==> src/rtl/trap_pkg.sv <==
package trap_pkg;

   typedef enum logic [1:0] {
      PRV_U    = 2'b00,
      PRV_S    = 2'b01,
      PRV_RSVD = 2'b10,
      PRV_M    = 2'b11
   } priv_e;

   typedef enum logic [1:0] {
      TC_FATAL     = 2'b00,
      TC_INVISIBLE = 2'b01,
      TC_REQUESTED = 2'b10,
      TC_NONE      = 2'b11
   } tclass_e;

   localparam int unsigned CAUSE_W = 5;

endpackage

==> src/rtl/trap_cause_map.sv <==
module trap_cause_map
   import trap_pkg::*;
#(
   parameter int unsigned KIND_W = 4
) (
   input  logic [KIND_W-1:0]  kind,
   output logic [CAUSE_W-1:0] cause,
   output tclass_e            cls,
   output logic               known
);

   generate
      if (KIND_W < 4) begin : g_bad_kind_w
         $error("trap_cause_map: KIND_W must cover 14 kinds");
      end
   endgenerate

   always_comb begin
      known = 1'b1;
      cause = '0;
      cls   = TC_NONE;
      case (kind)
         KIND_W'(0):  begin cause = 5'd2;  cls = TC_INVISIBLE; end
         KIND_W'(1):  begin cause = 5'd3;  cls = TC_REQUESTED; end
         KIND_W'(2):  begin cause = 5'd8;  cls = TC_REQUESTED; end
         KIND_W'(3):  begin cause = 5'd9;  cls = TC_REQUESTED; end
         KIND_W'(4):  begin cause = 5'd11; cls = TC_REQUESTED; end
         KIND_W'(5):  begin cause = 5'd0;  cls = TC_FATAL;     end
         KIND_W'(6):  begin cause = 5'd1;  cls = TC_FATAL;     end
         KIND_W'(7):  begin cause = 5'd12; cls = TC_INVISIBLE; end
         KIND_W'(8):  begin cause = 5'd4;  cls = TC_FATAL;     end
         KIND_W'(9):  begin cause = 5'd5;  cls = TC_FATAL;     end
         KIND_W'(10): begin cause = 5'd13; cls = TC_INVISIBLE; end
         KIND_W'(11): begin cause = 5'd6;  cls = TC_FATAL;     end
         KIND_W'(12): begin cause = 5'd7;  cls = TC_FATAL;     end
         KIND_W'(13): begin cause = 5'd15; cls = TC_INVISIBLE; end
         default:     begin known = 1'b0;                      end
      endcase
   end

endmodule

==> src/rtl/trap_route.sv <==
module trap_route
   import trap_pkg::*;
#(
   parameter int unsigned DELEG_W = 16
) (
   input  priv_e              from_mode,
   input  logic [DELEG_W-1:0] deleg_mask,
   input  logic [CAUSE_W-1:0] cause,
   input  logic               known,
   output logic               to_sup
);

   generate
      if (DELEG_W < 16) begin : g_bad_deleg_w
         $error("trap_route: DELEG_W must reach cause 15");
      end
   endgenerate

   logic [DELEG_W-1:0] shifted;
   logic               low_priv;

   always_comb begin
      shifted  = deleg_mask >> cause;
      low_priv = (from_mode == PRV_U) || (from_mode == PRV_S);
      to_sup   = known && low_priv && shifted[0];
   end

endmodule

==> src/rtl/trap_status_upd.sv <==
module trap_status_upd
   import trap_pkg::*;
#(
   parameter int unsigned XLEN   = 32,
   parameter bit          TO_SUP = 1'b0
) (
   input  logic [XLEN-1:0] status_in,
   input  priv_e           from_mode,
   output logic [XLEN-1:0] status_out
);

   generate
      if (XLEN < 13) begin : g_bad_xlen
         $error("trap_status_upd: XLEN too narrow for status fields");
      end

      if (TO_SUP) begin : g_sup
         localparam int unsigned IE_B  = 1;
         localparam int unsigned PIE_B = 5;
         localparam int unsigned PP_B  = 8;
         always_comb begin
            status_out        = status_in;
            status_out[PIE_B] = status_in[IE_B];
            status_out[IE_B]  = 1'b0;
            status_out[PP_B]  = (from_mode != PRV_U);
         end
      end else begin : g_mach
         localparam int unsigned IE_B  = 3;
         localparam int unsigned PIE_B = 7;
         localparam int unsigned PP_LO = 11;
         always_comb begin
            status_out                  = status_in;
            status_out[PIE_B]           = status_in[IE_B];
            status_out[IE_B]            = 1'b0;
            status_out[PP_LO+1:PP_LO]   = from_mode;
         end
      end
   endgenerate

endmodule

==> src/rtl/trap_entry_unit.sv <==
module trap_entry_unit
   import trap_pkg::*;
#(
   parameter int unsigned XLEN     = 32,
   parameter int unsigned KIND_W   = 4,
   parameter int unsigned DELEG_W  = 16,
   parameter int unsigned PC_STEP  = 4
) (
   input  logic              clk,
   input  logic              rst_n,
   input  logic              exc_valid,
   input  logic [KIND_W-1:0] exc_kind,
   input  logic [XLEN-1:0]   cur_pc,
   input  logic [1:0]        cur_mode,
   input  logic [XLEN-1:0]   medeleg,
   input  logic [XLEN-1:0]   stvec,
   input  logic [XLEN-1:0]   mtvec,
   input  logic [XLEN-1:0]   status_in,
   output logic              pc_load,
   output logic [XLEN-1:0]   pc_next,
   output logic [1:0]        mode_q,
   output logic              sup_wr,
   output logic              mach_wr,
   output logic [XLEN-1:0]   epc_wdata,
   output logic [XLEN-1:0]   cause_wdata,
   output logic [XLEN-1:0]   tval_wdata,
   output logic [XLEN-1:0]   status_wdata,
   output logic [1:0]        trap_class,
   output logic              bad_mode,
   output logic              bad_cause
);

   localparam logic [XLEN-1:0] STEP_V   = XLEN'(PC_STEP);
   localparam logic [XLEN-1:0] LSB_MASK = ~XLEN'(1);

   generate
      if (DELEG_W > XLEN) begin : g_bad_deleg
         $error("trap_entry_unit: DELEG_W exceeds XLEN");
      end
      if (PC_STEP == 0) begin : g_bad_step
         $error("trap_entry_unit: PC_STEP must be nonzero");
      end
   endgenerate

   priv_e              from_mode;
   logic [CAUSE_W-1:0] cause;
   tclass_e            cls;
   logic               known;
   logic               to_sup;
   logic               mode_ok;
   logic               accept;
   logic [XLEN-1:0]    st_sup;
   logic [XLEN-1:0]    st_mach;

   assign from_mode = priv_e'(cur_mode);
   assign mode_ok   = (from_mode != PRV_RSVD);
   assign accept    = exc_valid && mode_ok && known;

   trap_cause_map #(.KIND_W(KIND_W)) u_map (
      .kind  (exc_kind),
      .cause (cause),
      .cls   (cls),
      .known (known)
   );

   trap_route #(.DELEG_W(DELEG_W)) u_route (
      .from_mode  (from_mode),
      .deleg_mask (medeleg[DELEG_W-1:0]),
      .cause      (cause),
      .known      (known),
      .to_sup     (to_sup)
   );

   trap_status_upd #(.XLEN(XLEN), .TO_SUP(1'b1)) u_st_sup (
      .status_in  (status_in),
      .from_mode  (from_mode),
      .status_out (st_sup)
   );

   trap_status_upd #(.XLEN(XLEN), .TO_SUP(1'b0)) u_st_mach (
      .status_in  (status_in),
      .from_mode  (from_mode),
      .status_out (st_mach)
   );

   always_ff @(posedge clk) begin
      if (!rst_n) begin
         pc_load      <= 1'b0;
         pc_next      <= '0;
         mode_q       <= PRV_M;
         sup_wr       <= 1'b0;
         mach_wr      <= 1'b0;
         epc_wdata    <= '0;
         cause_wdata  <= '0;
         tval_wdata   <= '0;
         status_wdata <= '0;
         trap_class   <= TC_NONE;
         bad_mode     <= 1'b0;
         bad_cause    <= 1'b0;
      end else begin
         pc_load   <= accept;
         sup_wr    <= accept && to_sup;
         mach_wr   <= accept && !to_sup;
         bad_mode  <= exc_valid && !mode_ok;
         bad_cause <= exc_valid && !known;
         if (accept) begin
            mode_q       <= to_sup ? PRV_S : PRV_M;
            pc_next      <= (to_sup ? stvec : mtvec) & LSB_MASK;
            epc_wdata    <= (cur_pc - STEP_V) & LSB_MASK;
            cause_wdata  <= XLEN'(cause);
            tval_wdata   <= '0;
            status_wdata <= to_sup ? st_sup : st_mach;
            trap_class   <= cls;
         end
      end
   end

   assert_take_next_R10: assert property (@(posedge clk) disable iff (!rst_n)
      (exc_valid && cur_mode != 2'b10 && exc_kind < KIND_W'(14)) |=> (pc_load && $onehot0({sup_wr, mach_wr}) && (sup_wr || mach_wr)));

   assert_pulse_once_R10: assert property (@(posedge clk) disable iff (!rst_n)
      (pc_load && !$past(exc_valid)) |-> 1'b0);

   assert_rsvd_mode_R8: assert property (@(posedge clk) disable iff (!rst_n)
      (exc_valid && cur_mode == 2'b10) |=> (!pc_load && !sup_wr && !mach_wr && bad_mode && $stable(mode_q)));

   assert_no_deleg_bad_R9: assert property (@(posedge clk) disable iff (!rst_n)
      (exc_valid && exc_kind >= KIND_W'(14)) |=> (!sup_wr && !pc_load && bad_cause));

   assert_sup_from_low_R2: assert property (@(posedge clk) disable iff (!rst_n)
      sup_wr |-> ($past(cur_mode) == 2'b00 || $past(cur_mode) == 2'b01));

   assert_mode_tracks_R2: assert property (@(posedge clk) disable iff (!rst_n)
      pc_load |-> ((sup_wr && mode_q == 2'b01) || (mach_wr && mode_q == 2'b11)));

   assert_vec_even_R4: assert property (@(posedge clk) disable iff (!rst_n)
      pc_load |-> (!pc_next[0] && !epc_wdata[0] && tval_wdata == '0));

   assert_idle_quiet_R11: assert property (@(posedge clk) disable iff (!rst_n)
      !exc_valid |=> (!pc_load && !bad_mode && !bad_cause && $stable(mode_q)));

endmodule

==> config.mk <==
export PLATFORM = sky130hd
export DESIGN_NAME = trap_entry_unit
export DESIGN_NICKNAME = d
export VERILOG_FILES = /design/src/rtl/trap_pkg.sv /design/src/rtl/trap_cause_map.sv /design/src/rtl/trap_route.sv /design/src/rtl/trap_status_upd.sv /design/src/rtl/trap_entry_unit.sv
export SDC_FILE = /design/constraint.sdc
export NUM_CORES = 1
export LEC_CHECK = 0
export BUFFER_PORTS_ARGS = -buffer_cell sky130_fd_sc_hd__buf_2
export CAP_MARGIN = 5
export CELL_PAD_IN_SITES_DETAIL_PLACEMENT = 1
export CELL_PAD_IN_SITES_GLOBAL_PLACEMENT = 2
export CORE_MARGIN = 2
export CORE_UTILIZATION = 24
export CTS_CLUSTER_DIAMETER = 80
export DETAILED_ROUTE_END_ITERATION = 16
export GPL_TIMING_DRIVEN = 0
export PLACE_DENSITY_LB_ADDON = 0.08
export SLEW_MARGIN = 20
export SYNTH_ARGS = -nofsm -noshare
export SYNTH_HDL_FRONTEND = slang
export SYNTH_SLANG_ARGS = --single-unit
==> constraint.sdc <==
create_clock -name clk -period 5.1 [get_ports clk]
set_clock_uncertainty 0.2 [all_clocks]
set_input_delay 0.255 -clock clk [delete_from_list [all_inputs] [get_ports clk]]
set_output_delay 0.255 -clock clk [all_outputs]
set_load 0.05 [all_outputs]
==> metrics.md, run 1 <==
| Metric | Value |
|---|---|
| Status | finished, final reports clean |
| Post-synth ARST share | 0% |
| Slew Limit Headroom | 33.5% |
| CP Data Arrival Time | 3.18 ns |
| WL final | 21000 um |
| Critical Path Source Type | input port |
| Post-route ant nets | 0 |
| Count of final setup violators | 0 |
| Antenna cells | 0 |
| Design Area, Final | 8170 um2 |
| Post-CTS Setup Bufs | 0 |
| Final TNS setup | 0 ns |
| Post-DP Area | 7220 um2 |
| Primary FF master, synth | dfxtp_1 |
| RSZ-0062 raised after global routing | no |
| CP Buf/Inv Count | 4 |
| Drt pass-1 iters | 5 |
| Share of cells above drive strength 1 | 33.6% |
| Cell taking the most area after synthesis | dfxtp_1 |
| Min Tclk post-route | 3.16 ns |
| Placed Instances | 1246 |
| H-tree depth | 3 |
| CTS Buf Count | 9 |
| Share of the yosys chip area belonging to registers | 39.4% |
| Final net count | 1213 |
| Row cnt | 54 |
| Cts repair resizes | 0 |
| #FFs+latches synth | 106 |
| IO Pins | 338 |
| Measured slew at the worst slew-check pin | 0.998 ns |
| Syn avg cell area | 8.24 um2 |
| Core Util, Final | 37.3% |
| WP data required | 5.12 ns |
| Unique masters post-synth | 53 |
| Syn Std Cell Area | 5380 um2 |
| Core Area | 21900 um2 |
| Residual DRC | 0 |
| CP max stage delay | 0.56 ns |
| Final Max Tran Viols | 0 |
| CP delay by family, top | buffers and inverters |
| Worst-path clk slew | 0.07 ns |
| Post-synth EDFFs | 0 |
| Die width | 154 um |
| Max Cap Viol | 0 |
| Fin cells | 1328 |
| Cts hold-fix bufs | 66 |
| Total gr overflow | 0 |
| Via count | 5743 |
| Initial core utilization | 24.6% |
| Max VDD drop | 0.135 mV |
| Total GRT Usage | 17.3% |
| Starting DRC count in detailed routing | 147 |
| DP HPWL | 16200 um |
| Via density | 4.32 |
| Crit end category | register |
| Worst-skew pair later-pin latency | 0.35 ns |
| CTS sink cnt | 106 |
| PwrDens | 297 nW/um2 |
| Yosys warning count | 0 |
| CTS max path bufs | 2 |
| Fin crit share | 62.0% |
| Initial antenna violation count | 0 |
| P&R area growth vs syn | 51.8% |
| Fin. Hold Viols | 0 |
| Gate Count Post-Synth | 653 |
| Leak | 3.97 nW |
| FILL cells | 2765 |
| First-pass GRT wire length | 32400 um |
| Critical path's slowest cell | dlygate4sd3_1 |
| Worst slack, placed | 1.74 ns |
| Routability cong. | 0.750 |
| Vias in the first global route | 5867 |
| Hold Slack | 0.00644 ns |
| Crit-path cells | buf_2, clkbuf_1, nand2b_1, o21ai_0, mux2i_1, o22ai_1, o22ai_1, buf_2, mux2i_1, dlygate4sd3_1, a21oi_1 |
| Highest clock rate | 316 MHz |
| Average wire per standard cell | 15.8 um |
| Yosys top cell area share | 39.4% |
| Die ar. | 23600 um2 |
| Die height | 154 um |
| Total power | 2.43 mW |
| Setup WS post-layout | 1.94 ns |
| I/O Buffers | 252 |
| Synth area leaders | dfxtp_1, buf_4, mux2i_1 |
| Largest net degree at the start of global routing | 19 |
| WS Path Type | in -> reg |
| Worst Path Max Fanout | 10 |
| HP Class | in -> reg |
| CTS tree | done |
| CTS Root Cell | clkbuf_16 |
==> flip-flops by register name (all words and copies together), names as in the netlist <==
register	flops
bad_cause	1
bad_mode	1
cause_wdata	4
epc_wdata	31
mach_wr	1
mode_q	1
pc_load	1
pc_next	31
status_wdata	32
sup_wr	1
trap_class	2
==> metal layers <==
metal / GRT usage [%] / vias to the layer above / share of wire [%]
li1: - / 2905 / -
met3: 5.47 / 14 / 7.1
met1: 20.6 / 2644 / 42
met4: 4.19 / 0 / 1.3
met2: 30.2 / 180 / 49
met5: 0 / - / 0
==> worst min-delay path: cells and delay by family <==
kind                   cells  cell delay [ns]
AOI/OAI and AO/OA          1             0.13
buffers and inverters      1             0.08
muxes                      1             0.06
==> cells by family after synthesis <==
logic type | after synthesis | share of synthesized area [%]
other | 2 | 0.140
xor gates and xnor gates | 26 | 4.23
DFF | 106 | 39.4
adders and majority gates | 1 | 0.232
buffers and inverters | 114 | 12.7
muxes | 40 | 7.46
and+or+nand+nor | 201 | 18.0
AOI/OAI and AO/OA | 163 | 17.9
==> layout by cell type (no fill, tap or decap), types with 21 or more instances in the layout <==
cell	instances
nor2_1	60
nand2_1	75
dlygate4sd3_1	66
o21ai_0	47
a211oi_1	21
buf_4	66
mux2i_1	39
conb_1	63
clkbuf_1	35
a21oi_1	68
buf_2	258
dfxtp_1	106
==> synthesized netlist by cell type, types with 6 or more instances <==
cell and instances:
o21ai_0 47, nand2b_1 9, mux2i_1 39, a21oi_1 68, buf_4 66, buf_2 6, a211oi_1 21, clkbuf_1 35
nor3_1 14, nor2_1 60, nand2_1 75, xor2_1 11, nor2b_1 10, dfxtp_1 106, xnor2_1 15
==> path summary, 6_finish.rpt <==
path | endpoint | cells past startpoint | slack (ns) | start
hold / removal | pc_next[21] | 3 | 0.006 | stvec[21]
hold reg to reg | status_wdata[28] | 2 | 0.25 | status_wdata[28]
setup reg to reg | epc_wdata[17] | 2 | 4.11 | epc_wdata[17]
setup / recovery | pc_next[29] | 11 | 1.94 | exc_kind[1]
==> report_power, final <==
part | internal [mW] | switching (mW)
Combinational | 0.260 | 0.563
Clock | 0.350 | 0.337
Sequential | 0.890 | 0.0281
==> final cells by class <==
type | instances | area (um2) | area share, %
multi-input combinational | 494 | 2810 | 34.3
sequential | 106 | 2120 | 26.0
timing repair buffer | 318 | 1920 | 23.5
buffer | 108 | 661 | 8.09
tap | 280 | 350 | 4.29
clock buffer | 10 | 239 | 2.92
clock inverter | 6 | 47.5 | 0.582
inverter | 6 | 22.5 | 0.276
Power figures use the tool's default switching activity.
==> run 2, diff against run 1 <==
--- a/config.mk
+++ b/config.mk
@@ -5,12 +5,13 @@
 export SDC_FILE = /design/constraint.sdc
 export NUM_CORES = 1
 export LEC_CHECK = 0
+export ABC_AREA = 1
 export BUFFER_PORTS_ARGS = -buffer_cell sky130_fd_sc_hd__buf_2
 export CAP_MARGIN = 5
 export CELL_PAD_IN_SITES_DETAIL_PLACEMENT = 1
 export CELL_PAD_IN_SITES_GLOBAL_PLACEMENT = 2
 export CORE_MARGIN = 2
-export CORE_UTILIZATION = 24
+export CORE_UTILIZATION = 21
 export CTS_CLUSTER_DIAMETER = 80
 export DETAILED_ROUTE_END_ITERATION = 16
 export GPL_TIMING_DRIVEN = 0
==> constraint.sdc (replaced) <==
create_clock -name clk -period 3.05 [get_ports clk]
set_clock_uncertainty 0.2 [all_clocks]
set_input_delay 0.1525 -clock clk [delete_from_list [all_inputs] [get_ports clk]]
set_output_delay 0.1525 -clock clk [all_outputs]
set_load 0.05 [all_outputs]
==> run 2 against run 1 <==
  * Critical path depth stayed put
  * Utilization is 2.6 points lower
  * Non-clock buffer count increased by 49
  * Die area rose by 17%
  * Synthesized cell count increased by 28%
  * Highest routed layer unchanged
  * Worst setup slack lost 1.7 ns
==> metrics.md, run 2 <==
| Metric | Value |
|---|---|
| Most frequent cell after synthesis | nand2_1 |
| RSZ-0062 raised after global routing | no |
| Routability cong. | 0.765 |
| Switching power | 1.69 mW |
| Fin cells | 1626 |
| CTS max path bufs | 2 |
| Max VDD drop | 0.286 mV |
| Row cnt | 59 |
| PwrDens | 470 nW/um2 |
| Hold Slack | 0.0230 ns |
| Cell taking the most area after synthesis | dfxtp_1 |
| IO Pins | 338 |
| Crit end category | register |
| CTS Root Cell | clkbuf_16 |
| Count of final setup violators | 0 |
| CP Data Arrival Time | 2.91 ns |
| Initial antenna violation count | 0 |
| FILL cells | 3321 |
| Clock share of power | 29.3% |
| CTS Buf Count | 9 |
| CTS tree | done |
| DP HPWL | 18000 um |
| Synth area leaders | dfxtp_1, nand2_1, nor2_1 |
| Syn avg cell area | 6.61 um2 |
| Multi-input logic area | 2760 um2 |
| Unique masters post-synth | 36 |
| Leak | 4.89 nW |
| Sw Ratio | 40.0% |
| Min Tclk post-route | 2.85 ns |
| First-pass GRT wire length | 37400 um |
| I/O Buffers | 255 |
| Total GRT Usage | 17.0% |
| Yosys warning count | 0 |
| Measured slew at the worst slew-check pin | 0.819 ns |
| Die width | 166 um |
| Highest clock rate | 351 MHz |
| Largest net degree at the start of global routing | 22 |
| Vias in the first global route | 6792 |
| Sequential cell area | 2120 um2 |
| Reg power frac | 36.5% |
| Internal Pwr Total | 2.54 mW |
| Commonest non-fill, non-tap cells in the layout | buf_2, nand2_1, nor2_1 |
| Post-synth EDFFs | 0 |
| Yosys top cell area share | 38.4% |
| Die height | 166 um |
| Average wire per standard cell | 14.6 um |
| WL final | 23700 um |
| Status | finished, final reports clean |
| Most common cell after layout, fill and taps aside | buf_2 |
| Via count | 6607 |
| Primary FF master, synth | dfxtp_1 |
| Share of the yosys chip area belonging to registers | 38.4% |
| Worst Path Max Fanout | 5 |
| Placed Instances | 1487 |
| Biggest regs | status_wdata: 32 flops, epc_wdata: 31 flops, pc_next: 31 flops |
| Worst-path clk slew | 0.09 ns |
| #FFs+latches synth | 106 |
| Gate power share | 34.2% |
| Share of cells above drive strength 1 | 27.9% |
| CTS sink cnt | 106 |
| P&R area growth vs syn | 62.9% |
| Slew Limit Headroom | 45.4% |
| Initial core utilization | 21.3% |
| Max Cap Viol | 0 |
| WS Path Type | in -> reg |
| Worst-skew pair later-pin latency | 0.35 ns |
| Post-route ant nets | 0 |
| H-tree depth | 3 |
| Fin. Hold Viols | 0 |
| Post-synth ARST share | 0% |
| Largest reg by FF count | status_wdata |
| HP Class | in -> reg |
| Final net count | 1456 |
| Starting DRC count in detailed routing | 192 |
| Gate Count Post-Synth | 836 |
| WP data required | 3.10 ns |
| Antenna cells | 0 |
| Total gr overflow | 0 |
| Core Area | 25900 um2 |
| Syn Std Cell Area | 5520 um2 |
| Fin crit share | 93.5% |
| Synth cell count leaders | nand2_1, nor2_1, dfxtp_1 |
| Drt pass-1 iters | 4 |
| Final TNS setup | 0 ns |
| Residual DRC | 0 |
| Max FFs per register | 32 |
| Via density | 4.06 |
| Die ar. | 27600 um2 |
| Critical Path Source Type | input port |
| Final Max Tran Viols | 0 |
-- run 2: changes by cell type in the layout (fill, tap and decap cells not counted), sizes merged, moves of 22 or more --
cell         change
a211oi          -22
a21oi           -55
dlygate4sd3     +57
inv             +66
mux2i           -39
nand2          +145
nand3           +52
nor2            +98
-- run 2: final timing paths --
kind,from,to,slack [ns],cells after the start
setup / recovery,cur_pc[5],epc_wdata[11],0.20,11
hold / removal,cur_pc[14],epc_wdata[14],0.02,5
hold reg to reg,status_wdata[3],status_wdata[3],0.27,2
setup reg to reg,pc_next[25],pc_next[25],1.59,5
-- run 2: cell type report --
class                      instances  area share (%)
multi-input combinational        625            30.7
timing repair buffer             378            27.9
clock buffer                       9            2.50
sequential                       106            23.6
buffer                            97            6.90
clock inverter                     7           0.904
inverter                          69            2.88
tap                              335            4.66
-- run 2: per-stage QoR --
stage / utilization [%] / instance area, um2 / worst slack (ns) / total power, mW
floorplan: - / 5750 / 1.15 / 2.51
global placement: 28.7 / 7450 / 0.195 / 2.88
detailed placement: 28.7 / 7450 / 0.253 / 2.88
CTS: 34.7 / 8990 / 0.0345 / 4.31
global route: 34.7 / 9000 / 0.00668 / 4.47
finish: 34.7 / 9000 / 0.197 / 4.23
-- run 2: layer usage --
metal,global-route usage [%],vias to the layer above,wire length [um]
li1,-,3403,-
met1,21.5,2989,10600
met2,29.3,195,11300
met3,3.93,20,1390
met4,4.23,0,371
met5,0,-,0
-- run 2: what timing repair did --
item                                    4_1_cts  5_1_grt
hold buffers                                123        0
resized for setup                             0        3
hold endpoints to repair                     86        0
endpoints found under the setup margin        0        2
buffers inserted                              0        0
-- run 2: critical path, cell delays in order --
cell and delay [ns]:
dlygate4sd3_1 0.53, buf_2 0.15, or2_2 0.30, nor2_1 0.09, nand2_1 0.11, nor2_4 0.16, nand2_1 0.09, o21ai_0 0.13
dlygate4sd3_1 0.56, a31oi_1 0.07, dlygate4sd3_1 0.57
-- run 2: power by group through the flow --
stage	clock network, mW	registers [mW]	logic, mW
after floorplan	0	1.96	0.544
after global routing	1.34	1.56	1.57
after CTS	1.30	1.55	1.46
after global placement	0	1.57	1.30
final	1.24	1.55	1.45
after detailed placement	0	1.58	1.30
-- run 2: cells by family after synthesis --
kind of cell,synth area share [%]
DFF,38.4
adders and majority gates,0.226
buffers and inverters,15.9
xor gates and xnor gates,1.90
and+or+nand+nor,33.6
AOI/OAI and AO/OA,9.81
other,0.136
